`config.mk`:
```
export PLATFORM = sky130hd
export DESIGN_NAME = burst_addr_seq
export DESIGN_NICKNAME = d
export VERILOG_FILES = /design/src/rtl/burst_addr_seq_pkg.sv /design/src/rtl/bas_strobe_decode.sv /design/src/rtl/bas_beat_counter.sv /design/src/rtl/bas_order_map.sv /design/src/rtl/burst_addr_seq.sv
export SDC_FILE = /design/constraint.sdc
export NUM_CORES = 1
export LEC_CHECK = 0
export ABC_AREA = 1
export BUFFER_PORTS_ARGS = -buffer_cell sky130_fd_sc_hd__buf_2
export CORE_ASPECT_RATIO = 0.75
export CORE_MARGIN = 2
export CORE_UTILIZATION = 44
export DETAILED_ROUTE_END_ITERATION = 10
export GPL_TIMING_DRIVEN = 0
export HOLD_SLACK_MARGIN = 0.08
export PLACE_DENSITY = 0.78
export SLEW_MARGIN = 0
export SYNTH_ARGS = -nofsm -noshare
export SYNTH_HDL_FRONTEND = slang
export SYNTH_SLANG_ARGS = --single-unit
export TNS_END_PERCENT = 100
```
`constraint.sdc`:
```
create_clock -name clk -period 2.2 [get_ports clk]
set_input_delay 0.33 -clock clk [delete_from_list [all_inputs] [get_ports clk]]
set_output_delay 0.33 -clock clk [all_outputs]
set_load 0.01 [all_outputs]
```
`src/rtl/burst_addr_seq_pkg.sv`:
```
package burst_addr_seq_pkg;

   typedef enum logic [1:0] {
      CYC_IDLE  = 2'd0,
      CYC_LOAD  = 2'd1,
      CYC_DESEL = 2'd2,
      CYC_STEP  = 2'd3
   } cyc_e;

   localparam logic SRC_CTL = 1'b0;
   localparam logic SRC_CPU = 1'b1;

   localparam int ORDER_RUNTIME = 0;
   localparam int ORDER_LINEAR  = 1;
   localparam int ORDER_XOR     = 2;

endpackage

```
`src/rtl/bas_strobe_decode.sv`:
```
module bas_strobe_decode
   import burst_addr_seq_pkg::*;
(
   input  logic strb_cpu_n,
   input  logic strb_ctl_n,
   input  logic step_n,
   input  logic sel_a_n,
   input  logic sel_b,
   input  logic sel_c_n,
   input  logic burst_on,
   output cyc_e cyc,
   output logic cpu_won
);
   logic cpu_hit;
   logic ctl_hit;
   logic seen;
   logic en_ok;

   always_comb begin
      cpu_hit = ~strb_cpu_n & ~sel_a_n;
      ctl_hit = ~strb_ctl_n;
      seen    = cpu_hit | ctl_hit;
      en_ok   = ~sel_a_n & sel_b & ~sel_c_n;
      cpu_won = cpu_hit;
      if (seen) begin
         cyc = en_ok ? CYC_LOAD : CYC_DESEL;
      end else if (~step_n && burst_on) begin
         cyc = CYC_STEP;
      end else begin
         cyc = CYC_IDLE;
      end
   end
endmodule

```
`src/rtl/bas_beat_counter.sv`:
```
module bas_beat_counter #(
   parameter int BEAT_W = 2
) (
   input  logic              clk,
   input  logic              rst_n,
   input  logic              load,
   input  logic              step,
   input  logic [BEAT_W-1:0] start_in,
   output logic [BEAT_W-1:0] start_q,
   output logic [BEAT_W-1:0] beat_q
);
   localparam logic [BEAT_W-1:0] ONE = BEAT_W'(1);

   always_ff @(posedge clk) begin
      if (!rst_n) begin
         start_q <= '0;
         beat_q  <= '0;
      end else if (load) begin
         start_q <= start_in;
         beat_q  <= '0;
      end else if (step) begin
         beat_q  <= beat_q + ONE;
      end
   end
endmodule

```
`src/rtl/bas_order_map.sv`:
```
module bas_order_map
   import burst_addr_seq_pkg::*;
#(
   parameter int BEAT_W     = 2,
   parameter int ORDER_MODE = ORDER_RUNTIME
) (
   input  logic [BEAT_W-1:0] start_q,
   input  logic [BEAT_W-1:0] beat_q,
   input  logic              use_xor,
   output logic [BEAT_W-1:0] low_bits
);
   logic [BEAT_W-1:0] lin_bits;
   logic [BEAT_W-1:0] xor_bits;

   assign lin_bits = start_q + beat_q;
   assign xor_bits = start_q ^ beat_q;

   generate
      if (ORDER_MODE == ORDER_LINEAR) begin : g_lin
         assign low_bits = lin_bits;
      end else if (ORDER_MODE == ORDER_XOR) begin : g_xor
         assign low_bits = xor_bits;
      end else begin : g_rt
         assign low_bits = use_xor ? xor_bits : lin_bits;
      end
   endgenerate

   logic unused_sel;
   assign unused_sel = use_xor;
endmodule

```
`src/rtl/burst_addr_seq.sv`:
```
module burst_addr_seq
   import burst_addr_seq_pkg::*;
#(
   parameter int ADDR_W     = 17,
   parameter int BEAT_W     = 2,
   parameter int ORDER_MODE = ORDER_RUNTIME
) (
   input  logic              clk,
   input  logic              rst_n,
   input  logic [ADDR_W-1:0] addr_in,
   input  logic              strb_cpu_n,
   input  logic              strb_ctl_n,
   input  logic              step_n,
   input  logic              sel_a_n,
   input  logic              sel_b,
   input  logic              sel_c_n,
   input  logic              order_xor,
   output logic [ADDR_W-1:0] word_addr,
   output logic              burst_valid,
   output logic              start_src
);
   localparam int UPPER_W = ADDR_W - BEAT_W;

   generate
      if (BEAT_W < 1 || ADDR_W <= BEAT_W) begin : g_bad_width
         $error("burst_addr_seq: ADDR_W must exceed BEAT_W and BEAT_W must be at least 1");
      end
      if (ORDER_MODE < ORDER_RUNTIME || ORDER_MODE > ORDER_XOR) begin : g_bad_mode
         $error("burst_addr_seq: ORDER_MODE out of range");
      end
   endgenerate

   cyc_e               cyc;
   logic               cpu_won;
   logic [UPPER_W-1:0] upper_q;
   logic               valid_q;
   logic               src_q;
   logic               order_q;
   logic [BEAT_W-1:0]  start_q;
   logic [BEAT_W-1:0]  beat_q;
   logic [BEAT_W-1:0]  low_bits;

   bas_strobe_decode u_dec (
      .strb_cpu_n (strb_cpu_n),
      .strb_ctl_n (strb_ctl_n),
      .step_n     (step_n),
      .sel_a_n    (sel_a_n),
      .sel_b      (sel_b),
      .sel_c_n    (sel_c_n),
      .burst_on   (valid_q),
      .cyc        (cyc),
      .cpu_won    (cpu_won)
   );

   bas_beat_counter #(.BEAT_W(BEAT_W)) u_cnt (
      .clk      (clk),
      .rst_n    (rst_n),
      .load     (cyc == CYC_LOAD),
      .step     (cyc == CYC_STEP),
      .start_in (addr_in[BEAT_W-1:0]),
      .start_q  (start_q),
      .beat_q   (beat_q)
   );

   bas_order_map #(.BEAT_W(BEAT_W), .ORDER_MODE(ORDER_MODE)) u_map (
      .start_q  (start_q),
      .beat_q   (beat_q),
      .use_xor  (order_q),
      .low_bits (low_bits)
   );

   always_ff @(posedge clk) begin
      if (!rst_n) begin
         upper_q <= '0;
         valid_q <= 1'b0;
         src_q   <= SRC_CTL;
         order_q <= order_xor;
      end else begin
         case (cyc)
            CYC_LOAD: begin
               upper_q <= addr_in[ADDR_W-1:BEAT_W];
               valid_q <= 1'b1;
               src_q   <= cpu_won ? SRC_CPU : SRC_CTL;
               order_q <= order_xor;
            end
            CYC_DESEL: valid_q <= 1'b0;
            default: ;
         endcase
      end
   end

   assign word_addr   = {upper_q, low_bits};
   assign burst_valid = valid_q;
   assign start_src   = src_q;
endmodule

```
Word-level counts from Yosys, hierarchy flattened
Index checks and enable logic that the tools add are counted.
Widths: inputs -> output; s select.

word-level totals
  input bits = 26
  register bits after elaboration = 22
  output and inout port bits = 19

operators by class
  bitwise logic cells = 11
  reductions and logical operators = 3
  $add $sub $neg = 2
  mux-type cells = 8
  equality and inequality tests = 4

operators with widths
  cell                 count
  $mux 2               4
  $not 1->1            6
  $eq 2x2->1 const B   2
  $and 1x1->1          3
  $mux 1               3
  $add 2x1->2 const B  1
  $add 2x2->2          1
  $eq 2x1->1 const B   1
  $ne 2x1->1 const B   1
  $pmux 1 s2           1
  $reduce_bool 2->1    1
  $reduce_or 2->1      1
  $xor 2x2->2          1
  $logic_and 1x1->1    1
  $or 1x1->1           1

Longest topological paths before layout
  word-level depth = 8
  mapped depth = 12
  mapped depth without buffers = 10

Modules after synthesis
A second synthesis with hierarchy kept.

unflattened totals
  cells, all modules = 168
  area total of the unflattened synthesis = 1,101.1 um^2

modules (own cells, without submodules)
  module             times used  cells an instance  area each (um^2)
  burst_addr_seq     1           117                818.3
  bas_beat_counter   1           21                 151.4
  bas_order_map      1           15                 67.6
  bas_strobe_decode  1           15                 63.8

Worst setup path after synthesis
Ideal clock, no wire load.

  path kind = input to register
  start point = input sel_a_n
  end point = register order_q, enable pin
  stages = 11
  data required time = 1.961 ns
  path slack = 0.533 ns
  library setup time = 0.239 ns
  data arrival time = 1.428 ns
  path through = nor2_1 -> nor2_2 -> inv_2 -> nand2_1 -> o21ai_2 -> inv_1 -> ha_1 -> buf_4 -> nor2_8 -> buf_4 -> inv_1

on the way
  cells in the longest elaborated chain, start to end = 7
  elaborated cells between the ends (all ways) = 9
  those cells by class = eq/ne (2); mux (2); bitwise (5)

RTL lines
  element                          RTL line                                          text
  from (decl)                      burst_addr_seq.sv:14                              input logic sel_a_n,
  $not 1->1 (*)                    bas_strobe_decode.sv:20, bas_strobe_decode.sv:23
  $and 1x1->1 (2 in a row)         bas_strobe_decode.sv:23                           en_ok = ~sel_a_n & sel_b & ~sel_c_n;
  $mux 2                           bas_strobe_decode.sv:26                           cyc = en_ok ? CYC_LOAD : CYC_DESEL;
  $mux 2 (*)                       bas_strobe_decode.sv:25                           if (seen) begin
  $eq 2x1->1 (*)                   burst_addr_seq.sv:79                              case (cyc)
  $ne 2x1->1 (no source line) (*)  n/a
  to (signal assigned)             burst_addr_seq.sv:77                              order_q <= order_xor;
  to (signal assigned)             burst_addr_seq.sv:84                              order_q <= order_xor;
  to (decl)                        burst_addr_seq.sv:38                              logic order_q;

Mark *: on every way between the ends. The rest lies on a longest branch, timed or not.
A chain may end at the register's enable or synchronous reset.

Worst setup path in the final report
  start point = register valid_q, in the netlist burst_valid
  end point = register order_q, enable pin

on the way
  cells in the longest elaborated chain, start to end = 5

RTL lines
  element                      RTL line                 text
  from (decl)                  burst_addr_seq.sv:36     logic valid_q;
  from (signal assigned)       burst_addr_seq.sv:75     valid_q <= 1'b0;
  from (signal assigned)       burst_addr_seq.sv:82     valid_q <= 1'b1;
  from (signal assigned)       burst_addr_seq.sv:86     CYC_DESEL: valid_q <= 1'b0;
  $logic_and 1x1->1            bas_strobe_decode.sv:27  end else if (~step_n && burst_on) begin
  $mux 2                       bas_strobe_decode.sv:27
  $mux 2                       bas_strobe_decode.sv:25
  $eq 2x1->1                   burst_addr_seq.sv:79
  $ne 2x1->1 (no source line)  n/a

Every way passes these cells.

==> impl_metrics.env <==
export IMPL_fin_tns_setup_ps=0
export IMPL_hold_path_class="primary input to flop"
export IMPL_rows=14
export IMPL_cp_cell_sequence="nand2_1 > inv_1 > nand2_1 > nand2_1 > inv_1 > ha_1 > buf_4 > nor2_8 > buf_4 > inv_1"
export IMPL_fillCellCount=179
export IMPL_routedWlPerCell_um=10.6
export IMPL_worst_pin_slew_ps=232
export IMPL_final_cell_mix="buf_2 (45), nand2_1 (43), dfxtp_1 (21), nand3_1 (19), inv_1 (9)"
export IMPL_grt_pass1_vias=820
export IMPL_grt_first_pass_wirelength_mm=3.37
export IMPL_cp_end_kind="flop"
export IMPL_synthCells=121
export IMPL_fin_crit_ps=1700
export IMPL_netlist_area_um2=942
export IMPL_via_count=891
export IMPL_post_route_util_pct=61.3
export IMPL_ys_ff_latch=22
export IMPL_num_antenna_cells=0
export IMPL_synth_area_leaders="dfxtp_1 (45%), nand2_1 (17%), nand3_1 (10%), ha_1 (4.0%), inv_1 (3.6%)"
export IMPL_timing_fmax_mhz=588
export IMPL_syn_to_final_growth_pct=31.1
export IMPL_cp_max_fo=10
export IMPL_cp_slowest_stage_delay_ps=370
export IMPL_insertion_delay_ps=310
export IMPL_nets=198
export IMPL_root_buffer="clkbuf_4"
export IMPL_routed_wl_mm=2.03
export IMPL_drv_slew=0
export IMPL_grt_setup_unrepaired="no"
export IMPL_synth_cell_types=20
export IMPL_die_width_um=57.4
export IMPL_maxCapViolations=0
export IMPL_final_common_cell="buf_2"
export IMPL_clk_pin_slew_worst_paths_ps=120
export IMPL_ant_nets=0
export IMPL_postCtsSetupRepairBufs=0
export IMPL_ir_worst_vdd_uv=568
export IMPL_cts_sinks=22
export IMPL_drive_gt1_share_pct=35.7
export IMPL_yosys_area_top_type="dfxtp_1"
export IMPL_initial_utilization_pct=46.8
export IMPL_viasPerCell=4.64
export IMPL_detailedRoute_firstPassIterationCount=4
export IMPL_slew_headroom_pct=84.5
export IMPL_finalSetupViolCount=0
export IMPL_routabilityCongestion=0.790
export IMPL_cp_arrival_ps=1790
export IMPL_die_h_um=44.1
export IMPL_drt_iter0_drc=12
export IMPL_pin_count=45
export IMPL_syn_area_per_cell_um2=7.79
export IMPL_crit_type="flop to flop"
export IMPL_leakage_nw=0.716
export IMPL_start_kind="flop"
export IMPL_finalHoldViolCount=0
export IMPL_track_usage_pct=17.6
export IMPL_cts_resized=0
export IMPL_status="finished, final reports clean"
export IMPL_required_ps=2290
export IMPL_yosys_warnings=0
export IMPL_crit_slowest_cell="dfxtp_1"
export IMPL_cts_max_level=1
export IMPL_io_buffers=43
export IMPL_die_area_um2=2530
export IMPL_core_um2=2010
export IMPL_yosys_area_top_type_share_pct=44.6
export IMPL_grt_max_degree=14
export IMPL_cts_tree="built"
export IMPL_clock_skew_ps=6.54
export IMPL_overflow=0
export IMPL_powerDensity_nw_per_um2=669
export IMPL_cts_hold_fix_buffers=0
export IMPL_period_share_pct=77.2
export IMPL_drc=0
export IMPL_seq_area_frac_synth_pct=47.8
export IMPL_antenna_found_initial=0
export IMPL_dp_hpwl_mm=1.60
export IMPL_synth_nets=150
export IMPL_clock_path_buffers=2
export IMPL_cts_buffers_inserted=3
==> registers in the layout, indices dropped and copies added (netlist names) <==
signal	flops
order_q	1
upper_q	15
u_cnt.beat_q	2
burst_valid	1
start_src	1
u_cnt.start_q	2
==> cells by family (layout without fill, tap and decap cells) <==
logic type	Yosys count	in the layout	synth area share [%]
xor+xnor	2	2	1.86
buf+inv	18	65	10.1
compound gates	4	4	2.52
fa+ha+maj	3	3	3.98
simple gates	72	72	33.7
flops	22	22	47.8
==> worst max-delay path, delay by kind of cell (launching register included) <==
family                     cells  cell delay, ps
adders and majority gates      1             160
buffers and inverters          5             550
DFF                            1             370
and+or+nand+nor                4             400
==> power breakdown <==
part	leakage (nW)	switching [mW]	internal [mW]
clock	0.0261	0.124	0.139
combinational	0.509	0.0732	0.0584
sequential	0.181	0.00980	0.422
total	0.716	0.207	0.619
==> metrics by stage <==
stage	setup slack, ps	instance area (um2)	total power, mW	hold slack, ps	instances
after detailed placement	259	1190	0.573	432	188
after global routing	316	1230	0.870	173	192
after CTS	497	1230	0.833	191	192
final	501	1230	0.826	193	192
after floorplan	533	942	0.518	425	121
after global placement	309	1190	0.567	424	188
==> routing by layer <==
metal / wire length (um) / GRT usage, % / up-vias
met3: 114 / 6.14 / 2
met5: 0 / 0 / -
met1: 916 / 20.7 / 394
met2: 985 / 31.4 / 24
met4: 10 / 4.19 / 0
li1: - / - / 471
==> Yosys cell counts, drive strengths merged <==
cell type  number
nand2          44
dfxtp          21
nand3          19
inv            11
nor2            9
buf             6
a21oi           3
ha              3
clkbuf          1
edfxtp          1
o21ai           1
xnor2           1
xor2            1
==> worst paths after layout <==
kind,slack (ps),depth (start not counted),startpoint,to
worst min-delay path,190,1,order_xor,order_q
worst min register to register,460,2,upper_q[11],upper_q[11]
worst max register to register,500,10,burst_valid,order_q
worst max-delay path,500,10,burst_valid,order_q
==> cell type report <==
| type | instances | area (um2) | share of cell area, % |
|---|---|---|---|
| plain buffers | 7 | 51.3 | 4.15 |
| clock buffers | 4 | 47.5 | 3.85 |
| inverters | 11 | 43.8 | 3.55 |
| multi-input cells | 81 | 397 | 32.1 |
| flip-flops and latches | 22 | 450 | 36.5 |
| well taps | 24 | 30.0 | 2.43 |
| repair buffers | 43 | 215 | 17.4 |
(Power assumes the default switching activity.)
